<file path="config.mk">
export PLATFORM = sky130hd
export DESIGN_NAME = pgm_read_seq
export DESIGN_NICKNAME = d
export VERILOG_FILES = /design/src/rtl/prs_pkg.sv /design/src/rtl/prs_bit_engine.sv /design/src/rtl/prs_ctrl.sv /design/src/rtl/pgm_read_seq.sv
export SDC_FILE = /design/constraint.sdc
export NUM_CORES = 1
export LEC_CHECK = 0
export ABC_AREA = 1
export BUFFER_PORTS_ARGS = -buffer_cell sky130_fd_sc_hd__buf_4
export CAP_MARGIN = 15
export CORE_MARGIN = 2
export CORE_UTILIZATION = 50
export CTS_CLUSTER_SIZE = 25
export DETAILED_ROUTE_END_ITERATION = 8
export GPL_ROUTABILITY_DRIVEN = 0
export PLACE_DENSITY = 0.79
export SLEW_MARGIN = 20
export SYNTH_ARGS = -nofsm -noshare
export SYNTH_HDL_FRONTEND = slang
export SYNTH_HIERARCHICAL = 1
export SYNTH_SLANG_ARGS = --single-unit
</file>
<file path="constraint.sdc">
create_clock -name clk -period 4.4 [get_ports clk]
set_input_delay 0.88 -clock clk [delete_from_list [all_inputs] [get_ports clk]]
set_output_delay 0.88 -clock clk [all_outputs]
set_load 0.01 [all_outputs]
</file>
<file path="src/rtl/prs_pkg.sv">
// Shared constants, state types and the pointer-load word table for the
// programming-port read sequencer. Assumes a 22-bit target address space.
package prs_pkg;
    localparam int ADDR_W      = 22;
    localparam int FRAME_BITS  = 20;
    localparam int CMD_BITS    = 4;
    localparam int SETUP_STEPS = 6;
    localparam int FIRST_IN    = 12;   // bit index of the first input clock in a read
    localparam int BIDX_W      = $clog2(FRAME_BITS);

    localparam logic [CMD_BITS-1:0] CMD_CORE      = 4'b0000;
    localparam logic [CMD_BITS-1:0] CMD_TREAD_INC = 4'b1001;

    typedef enum logic [2:0] {
        C_IDLE, C_SETUP, C_SWAIT, C_READ, C_RWAIT, C_FIN
    } ctrl_st_t;

    typedef enum logic [1:0] {
        E_IDLE, E_LOW, E_HIGH
    } eng_st_t;

    // Word for pointer-load step 0..5 aimed at address a.
    function automatic logic [15:0] setup_word(input logic [2:0] step,
                                               input logic [ADDR_W-1:0] a);
        logic [15:0] w;
        case (step)
            3'd0:    w = {8'h0E, 2'b00, a[21:16]};
            3'd1:    w = 16'h6EF8;
            3'd2:    w = {8'h0E, a[15:8]};
            3'd3:    w = 16'h6EF7;
            3'd4:    w = {8'h0E, a[7:0]};
            default: w = 16'h6EF6;
        endcase
        return w;
    endfunction
endpackage

</file>
<file path="src/rtl/prs_bit_engine.sv">
// Serialises one 20-bit frame on the programming clock/data pair.
// Each bit is a low phase (data set up) followed by a high phase. In a read
// frame the last eight bits are inputs: the line is released and the low
// phase before the first of them is stretched by the turnaround time.
// Assumes go_i only while idle and the timing inputs stable for the frame.
module prs_bit_engine
    import prs_pkg::*;
#(
    parameter int TIM_W = 8
) (
    input  logic                  clk,
    input  logic                  rst_n,
    input  logic                  go_i,
    input  logic [FRAME_BITS-1:0] frame_i,
    input  logic                  rd_i,
    input  logic [TIM_W-1:0]      t_hi_i,
    input  logic [TIM_W-1:0]      t_lo_i,
    input  logic [TIM_W-1:0]      t_turn_i,
    input  logic                  sdi_i,
    output logic                  clk_o,
    output logic                  dat_o,
    output logic                  oe_o,
    output logic                  fin_o,
    output logic [7:0]            rx_o
);
    localparam int CW = TIM_W + 1;

    eng_st_t                 st;
    logic [CW-1:0]           cnt;
    logic [BIDX_W-1:0]       bidx;
    logic [FRAME_BITS-2:0]   sh;
    logic                    rdm;
    logic [BIDX_W-1:0]       bnext;
    logic [CW-1:0]           hi_len, lo_len, turn_ext;

    // Phase lengths with zero inputs clamped to one cycle.
    always_comb begin
        hi_len   = (t_hi_i == '0) ? '0 : CW'(t_hi_i) - CW'(1);
        lo_len   = (t_lo_i == '0) ? '0 : CW'(t_lo_i) - CW'(1);
        turn_ext = CW'(t_turn_i);
        bnext    = bidx + BIDX_W'(1);
    end

    // Bit sequencing, clock/data generation and input capture.
    always_ff @(posedge clk) begin
        if (!rst_n) begin
            st    <= E_IDLE;
            cnt   <= '0;
            bidx  <= '0;
            sh    <= '0;
            rdm   <= 1'b0;
            clk_o <= 1'b0;
            dat_o <= 1'b0;
            oe_o  <= 1'b1;
            fin_o <= 1'b0;
            rx_o  <= '0;
        end else begin
            fin_o <= 1'b0;
            case (st)
                E_IDLE: begin
                    if (go_i) begin
                        sh    <= frame_i[FRAME_BITS-1:1];
                        dat_o <= frame_i[0];
                        rdm   <= rd_i;
                        bidx  <= '0;
                        cnt   <= lo_len;
                        oe_o  <= 1'b1;
                        st    <= E_LOW;
                    end
                end
                E_LOW: begin
                    if (cnt == '0) begin
                        clk_o <= 1'b1;
                        cnt   <= hi_len;
                        st    <= E_HIGH;
                    end else begin
                        cnt <= cnt - CW'(1);
                    end
                end
                E_HIGH: begin
                    if (cnt == '0) begin
                        clk_o <= 1'b0;
                        if (rdm && bidx >= BIDX_W'(FIRST_IN))
                            rx_o <= {sdi_i, rx_o[7:1]};
                        if (bidx == BIDX_W'(FRAME_BITS-1)) begin
                            fin_o <= 1'b1;
                            oe_o  <= 1'b1;
                            dat_o <= 1'b0;
                            st    <= E_IDLE;
                        end else begin
                            bidx  <= bnext;
                            dat_o <= sh[0];
                            sh    <= {1'b0, sh[FRAME_BITS-2:1]};
                            oe_o  <= !(rdm && bnext >= BIDX_W'(FIRST_IN));
                            cnt   <= (rdm && bnext == BIDX_W'(FIRST_IN)) ?
                                     lo_len + turn_ext : lo_len;
                            st    <= E_LOW;
                        end
                    end else begin
                        cnt <= cnt - CW'(1);
                    end
                end
                default: st <= E_IDLE;
            endcase
        end
    end
endmodule

</file>
<file path="src/rtl/prs_ctrl.sv">
// Transfer controller: accepts a request, runs the six-frame pointer load,
// then issues read frames and delivers bytes. Under protection the first
// read of each block is discarded and the pointer load repeated.
// Assumes one frame in flight at a time, acknowledged by eng_fin_i.
module prs_ctrl
    import prs_pkg::*;
#(
    parameter int CNT_W    = 16,
    parameter int BLK_BITS = 13
) (
    input  logic                  clk,
    input  logic                  rst_n,
    input  logic                  start_i,
    input  logic [ADDR_W-1:0]     addr_i,
    input  logic [CNT_W-1:0]      count_i,
    input  logic                  prot_i,
    input  logic                  eng_fin_i,
    input  logic [7:0]            eng_rx_i,
    output logic                  eng_go_o,
    output logic [FRAME_BITS-1:0] eng_frame_o,
    output logic                  eng_rd_o,
    output logic                  busy_o,
    output logic                  done_o,
    output logic                  vld_o,
    output logic [7:0]            data_o,
    output logic [ADDR_W-1:0]     vaddr_o
);
    ctrl_st_t           st;
    logic [2:0]         step;
    logic [ADDR_W-1:0]  cur;
    logic [ADDR_W-1:0]  cur_nxt;
    logic [CNT_W-1:0]   remain;
    logic               prot_q;
    logic               fresh;
    logic               nxt_blk;

    // Next address and whether it opens a new block.
    always_comb begin
        cur_nxt = cur + ADDR_W'(1);
        nxt_blk = (cur_nxt[BLK_BITS-1:0] == '0);
        busy_o  = (st != C_IDLE);
    end

    // Transfer state machine.
    always_ff @(posedge clk) begin
        if (!rst_n) begin
            st          <= C_IDLE;
            step        <= '0;
            cur         <= '0;
            remain      <= '0;
            prot_q      <= 1'b0;
            fresh       <= 1'b0;
            eng_go_o    <= 1'b0;
            eng_frame_o <= '0;
            eng_rd_o    <= 1'b0;
            done_o      <= 1'b0;
            vld_o       <= 1'b0;
            data_o      <= '0;
            vaddr_o     <= '0;
        end else begin
            eng_go_o <= 1'b0;
            done_o   <= 1'b0;
            vld_o    <= 1'b0;
            case (st)
                C_IDLE: begin
                    if (start_i) begin
                        cur    <= addr_i;
                        remain <= count_i;
                        prot_q <= prot_i;
                        fresh  <= 1'b1;
                        step   <= '0;
                        st     <= (count_i == '0) ? C_FIN : C_SETUP;
                    end
                end
                C_SETUP: begin
                    eng_go_o    <= 1'b1;
                    eng_rd_o    <= 1'b0;
                    eng_frame_o <= {setup_word(step, cur), CMD_CORE};
                    st          <= C_SWAIT;
                end
                C_SWAIT: begin
                    if (eng_fin_i) begin
                        if (step == 3'(SETUP_STEPS-1)) begin
                            st <= C_READ;
                        end else begin
                            step <= step + 3'd1;
                            st   <= C_SETUP;
                        end
                    end
                end
                C_READ: begin
                    eng_go_o    <= 1'b1;
                    eng_rd_o    <= 1'b1;
                    eng_frame_o <= {16'h0000, CMD_TREAD_INC};
                    st          <= C_RWAIT;
                end
                C_RWAIT: begin
                    if (eng_fin_i) begin
                        if (prot_q && fresh) begin
                            fresh <= 1'b0;
                            step  <= '0;
                            st    <= C_SETUP;
                        end else begin
                            vld_o   <= 1'b1;
                            data_o  <= eng_rx_i;
                            vaddr_o <= cur;
                            cur     <= cur_nxt;
                            remain  <= remain - CNT_W'(1);
                            fresh   <= nxt_blk;
                            st      <= (remain == CNT_W'(1)) ? C_FIN : C_READ;
                        end
                    end
                end
                C_FIN: begin
                    done_o <= 1'b1;
                    st     <= C_IDLE;
                end
                default: st <= C_IDLE;
            endcase
        end
    end
endmodule

</file>
<file path="src/rtl/pgm_read_seq.sv">
// Top of the programming-port code-read sequencer: joins the transfer
// controller to the bit engine. Assumes timing inputs are held stable
// while busy and ser_dat_i is already in the system clock domain.
module pgm_read_seq
    import prs_pkg::*;
#(
    parameter int CNT_W    = 16,
    parameter int TIM_W    = 8,
    parameter int BLK_BITS = 13
) (
    input  logic              clk,
    input  logic              rst_n,
    input  logic              start_i,
    input  logic [21:0]       addr_i,
    input  logic [CNT_W-1:0]  count_i,
    input  logic              rd_prot_i,
    input  logic [TIM_W-1:0]  t_hi_i,
    input  logic [TIM_W-1:0]  t_lo_i,
    input  logic [TIM_W-1:0]  t_turn_i,
    input  logic              ser_dat_i,
    output logic              ser_clk_o,
    output logic              ser_dat_o,
    output logic              ser_dat_oe_o,
    output logic              busy_o,
    output logic              done_o,
    output logic              byte_vld_o,
    output logic [7:0]        byte_o,
    output logic [21:0]       byte_addr_o
);
    logic                  go;
    logic [FRAME_BITS-1:0] frame;
    logic                  rd;
    logic                  fin;
    logic [7:0]            rx;

    prs_ctrl #(.CNT_W(CNT_W), .BLK_BITS(BLK_BITS)) u_ctrl (
        .clk        (clk),
        .rst_n      (rst_n),
        .start_i    (start_i),
        .addr_i     (addr_i),
        .count_i    (count_i),
        .prot_i     (rd_prot_i),
        .eng_fin_i  (fin),
        .eng_rx_i   (rx),
        .eng_go_o   (go),
        .eng_frame_o(frame),
        .eng_rd_o   (rd),
        .busy_o     (busy_o),
        .done_o     (done_o),
        .vld_o      (byte_vld_o),
        .data_o     (byte_o),
        .vaddr_o    (byte_addr_o)
    );

    prs_bit_engine #(.TIM_W(TIM_W)) u_eng (
        .clk     (clk),
        .rst_n   (rst_n),
        .go_i    (go),
        .frame_i (frame),
        .rd_i    (rd),
        .t_hi_i  (t_hi_i),
        .t_lo_i  (t_lo_i),
        .t_turn_i(t_turn_i),
        .sdi_i   (ser_dat_i),
        .clk_o   (ser_clk_o),
        .dat_o   (ser_dat_o),
        .oe_o    (ser_dat_oe_o),
        .fin_o   (fin),
        .rx_o    (rx)
    );
endmodule

</file>
Yosys cells after proc, flatten, opt, wreduce, memory -nomap -nowiden. Cells that the tools add are included. Widths: inputs -> output; s select.

Bits in registers: 148. Output and inout port bits: 36.

Reductions and logical operators: 36. Equal/unequal tests: 26. $lt $le $gt $ge: 2. Multiplexer cells: 65. Bitwise logic cells: 1. Add/subtract/negate cells: 8.

Operator list (number): $pmux 15 s5 (1); $mux 22 (3); $mux 9 (7); $mux 19 (3); $mux 16 (3); $pmux 22 s2 (1); $pmux 20 s2 (1); $pmux 19 s2 (1); $mux 3 (11); $pmux 16 s2 (1); $reduce_and 3->1 (10); $pmux 9 s3 (1); $add 22x1->22 const B (1); $sub 8x1->9 const B (2); $eq 16x1->1 const B (1); $logic_not 16->1 (1); $logic_not 8->1 (2); $mux 1 (16); $sub 16x1->16 const B (1); $mux 5 (3); $pmux 3 s5 (1); $logic_not 13->1 (1); $eq 3x2->1 const B (4); $eq 3x3->1 const B (4); 30 further kinds (58).

Logic depth before layout (Yosys ltp).
Word-level depth: 7. Gate-level depth with buffers: 24. Depth with buffers taken out: 24.

By module. Netlist, hierarchy kept.

Modules (own cells, without submodules): prs_ctrl (times used 1, area an instance 4885.9 um2, cells an instance 760, sequential area each 1801.7 um2); prs_bit_engine (times used 1, area an instance 3183.1 um2, cells an instance 478, sequential area each 960.9 um2).

Worst setup path before layout. No wires, ideal clock.

Path kind: input to register. Start point: input port t_lo_i[0]. End point: register u_eng.cnt[8]. Data arrival time: 3.120 ns. Stages: 24. Path slack: 1.148 ns. Cell sequence: inv_1 > ha_1 > inv_1 > nor3_1 > nand2_1 > inv_1 > nor2_1 > ha_1 > inv_1 > fa_1 > o21ai_0 > nand3_1 > nand2_1 > nand2_1 > nand2_1 > nand3_1 > nand2_1 > nand2_1 > nand2_1 > nand2_1 > nand2_1 > nand2_1 > nand2_1 > a21oi_1.

Longest elaborated chain between the ends: 7. Elaborated cells on any way between the ends: 9. Classes of those cells: add/sub: 2; mux: 6; reduce/logical: 1.

Ends and longest elaborated chain: start: declaration (line pgm_read_seq.sv:18) `input logic [TIM_W-1:0] t_lo_i,`; $sub 8x1->9 or $logic_not 8->1 (tied branches) (line prs_bit_engine.sv:39) `lo_len = (t_lo_i == '0) ? '0 : CW'(t_lo_i) - CW'(1);`; $mux 9 (*) (line prs_bit_engine.sv:39); $add 9x8->9 (line prs_bit_engine.sv:96) `lo_len + turn_ext : lo_len;`; $mux 9 (line prs_bit_engine.sv:95) `cnt <= (rdm && bnext == BIDX_W'(FIRST_IN)) ?`; $mux 9 (line prs_bit_engine.sv:85) `if (bidx == BIDX_W'(FRAME_BITS-1)) begin`; $mux 9 (line prs_bit_engine.sv:81) `if (cnt == '0) begin`; $pmux 9 s3 (*) (line prs_bit_engine.sv:59) `case (st)`; end signal: assignment (line prs_bit_engine.sv:66) `cnt <= lo_len;`; end signal: assignment (line prs_bit_engine.sv:95); end signal: assignment (line prs_bit_engine.sv:100) `cnt <= cnt - CW'(1);`; end: declaration (line prs_bit_engine.sv:29) `logic [CW-1:0] cnt;`.

Mark *: on every way between the ends. The rest lies on a longest branch, timed or not. The select of a mux whose other input is x is not followed. A chain may end at the register's enable or synchronous reset.

Worst setup path in the final report. Same ends and word-level chain as after synthesis.

==> results.sh <==
export IMPL_status="finished, final reports clean"
export IMPL_postRouteWirelength_mm=21.1
export IMPL_num_nets_final=1403
export IMPL_max_vdd_ir_drop_uv=365
export IMPL_worst_setup_path_start_kind="input pin"
export IMPL_htreeDepth=4
export IMPL_ys_seq_elements=138
export IMPL_worstSetupEndpointType="flop"
export IMPL_drive_above_1_share_pct=12.7
export IMPL_dominantRegCellSynth="dfxtp_1"
export IMPL_first_global_vias=7423
export IMPL_grt_overflow_total=0
export IMPL_dpl_cell_count=1506
export IMPL_floorplan_die_height_um=131
export IMPL_cts_hold_buffers=0
export IMPL_timing_final_setup_violations=0
export IMPL_setup_ws_ns=1.12
export IMPL_via_per_inst=5.39
export IMPL_synth_lib_cells_used_distinct=47
export IMPL_power_density_mw_per_mm2=560
export IMPL_detailedRoute_firstPassIterationCount=6
export IMPL_finish_cell_count_without_fillers=1538
export IMPL_floorplan_die_width_um=131
export IMPL_dpl_worst_slack_ns=0.708
export IMPL_slew_headroom_pct=33.8
export IMPL_grt_pass1_wl_mm=34.3
export IMPL_cell_count_after_synthesis=1238
export IMPL_tightest_slew_ns=0.988
export IMPL_fin_hold_ws_ns=0.447
export IMPL_timing_max_transition_violations_final=0
export IMPL_clockBufferDepth=2
export IMPL_post_route_period_util_pct=74.6
export IMPL_clock_sinks=138
export IMPL_fmax_mhz=305
export IMPL_numCtsBuffers=17
export IMPL_drc=0
export IMPL_yosys_top_cells_area="dfxtp_1, nand2_1, o21ai_0, a21oi_1, nor2_1"
export IMPL_setup_repair_after_global_routing_missed_its_margin="false"
export IMPL_clock_root_buffer="clkbuf_16"
export IMPL_port_buffers=102
export IMPL_wire_per_inst_um=13.7
export IMPL_post_synth_most_frequent_cells="nand2_1, nor2_1, dfxtp_1, o21ai_0, a21oi_1"
export IMPL_cts_reportedPaths_clkPinSlew_ns=0.06
export IMPL_final_period_minus_worst_setup_slack_ns=3.28
export IMPL_global_route_usage_total_pct=24.8
export IMPL_critical_path_class="input pin to flop"
export IMPL_antenna_found_initial=0
export IMPL_hold_path_class="flop to flop"
export IMPL_initial_utilization_pct=51.0
export IMPL_clk_insertion_delay_late_ns=0.42
export IMPL_place_detailed_hpwl_mm=14.9
export IMPL_final_setup_tns_ns=0
export IMPL_netlist_area_mm2=0.00807
export IMPL_synth_seq_area_share_pct=34.2
export IMPL_placement_rows=46
export IMPL_synth_edf_count=0
export IMPL_initialDrtViolationCount=845
export IMPL_ioPinCount=103
export IMPL_drtAntennaViolNets=0
export IMPL_synth_top_cell_by_area="dfxtp_1"
export IMPL_async_reset_ff_share_pct=0
export IMPL_synth_top_area_share_pct=34.2
export IMPL_syn_avg_cell_area_um2=6.52
export IMPL_design_die_area_mm2=0.0172
export IMPL_maxCapViolations=0
export IMPL_core_area_mm2=0.0158
export IMPL_synthesis_yosys_warnings=6
export IMPL_largest_net_degree_at_the_start_of_global_routing=66
export IMPL_leakage_uw=0.00401
export IMPL_arrival_ns=3.57
export IMPL_cts_resized=0
export IMPL_n_antenna_cell=0
export IMPL_clock_tree_from_tritoncts="built"
export IMPL_total_count_of_hold_check_failures_in_the_final_report=0
export IMPL_clock_skew_final_ns=0.00871
export IMPL_cp_required_ns=4.68
export IMPL_worst_path_fanout_max=8
export IMPL_cts_repair_timing_setup_buffer_count=0
export IMPL_yosysMostFrequentCell="nand2_1"
export IMPL_routed_via_count=8284
export IMPL_syn_to_final_growth_pct=16.7
area by class of cell:
cell class / count / area (um^2)
fillers: 1495 / 6410
clock buffers: 19 / 433
flip-flops and latches: 138 / 2760
clock inverters: 13 / 145
multi-input cells: 922 / 4530
inverters: 122 / 460
repair buffers: 108 / 811
well taps: 216 / 270
path summary, 6_finish.rpt:
kind / from / to / slack (ns) / cells past startpoint
setup / recovery: t_lo_i[0] / u_eng/cnt[8] / 1.12 / 25
setup reg to reg: u_eng/cnt[0] / u_eng/sh[18] / 1.57 / 15
hold reg to reg: u_eng/rx_o[0] / u_eng/rx_o[0] / 0.45 / 2
hold / removal: u_eng/rx_o[0] / u_eng/rx_o[0] / 0.45 / 2
report_power, final:
| part | leakage (uW) | internal, uW | switching, uW |
|---|---|---|---|
| clock network | 0.000274 | 838 | 566 |
| logic | 0.00261 | 677 | 1380 |
| registers | 0.00113 | 1520 | 284 |
| total | 0.00401 | 3040 | 2230 |
kinds of logic (layout without fill, tap and decap cells):
kind of cell,Yosys count,after routing,share of synthesized area [%]
xor gates and xnor gates,17,17,1.85
AOI/OAI and AO/OA,316,316,21.2
buffers and inverters,182,262,9.78
other,1,5,0.0465
and+or+nand+nor,557,557,28.6
DFF,138,138,34.2
adders and majority gates,27,27,4.28
routing by layer:
layer	track usage (%)	part of all wire, %	wire length (um)
met5	0	0	0
met1	31.5	45	9460
met4	9.01	2.0	429
met2	42.0	48	10100
met3	4.72	5.2	1100
worst max-delay path, cell delays in order:
cell,delay [ns]
buf_4,0.09
inv_1,0.06
ha_1,0.19
inv_1,0.05
nor3_1,0.04
nand2_1,0.19
inv_1,0.12
nor2_1,0.16
ha_1,0.19
inv_1,0.05
fa_1,0.40
o21ai_0,0.30
nand3_1,0.12
nand2_1,0.07
nand2_1,0.07
nand2_1,0.08
nand3_1,0.07
nand2_1,0.08
nand2_1,0.05
nand2_1,0.06
nand2_1,0.05
nand2_1,0.05
nand2_1,0.04
nand2_1,0.05
a21oi_1,0.05
per-stage QoR:
stage	utilization [%]	instance area, um^2	power, uW
floorplan	-	8080	3390
global placement	55.8	8840	3790
detailed placement	55.8	8840	3830
CTS	59.5	9410	5250
global route	59.5	9410	5650
finish	59.5	9410	5270
registers in the layout, summed over array words and instances (netlist names), 2 cells and up:
signal and count:
u_eng/st 2, u_ctrl/st 3, u_ctrl/remain 16, u_eng/cnt 9, u_eng/sh 19, u_ctrl/cur 22, u_ctrl/vaddr_o 22, u_ctrl/data_o 8
u_ctrl/eng_frame_o 11, u_eng/rx_o 8, u_ctrl/step 3, u_eng/bidx 5
placed cells by master, fill, tap and decap left out, types with 12 or more instances in the layout:
master,instances
a21oi_1,122
nand2_1,304
o21ai_0,127
dfxtp_1,138
ha_1,26
clkbuf_16,17
a31oi_1,27
o211ai_1,12
inv_1,109
buf_4,108
nor2_1,143
nand3_1,73
Note: power is estimated with default switching activity, not from simulation.
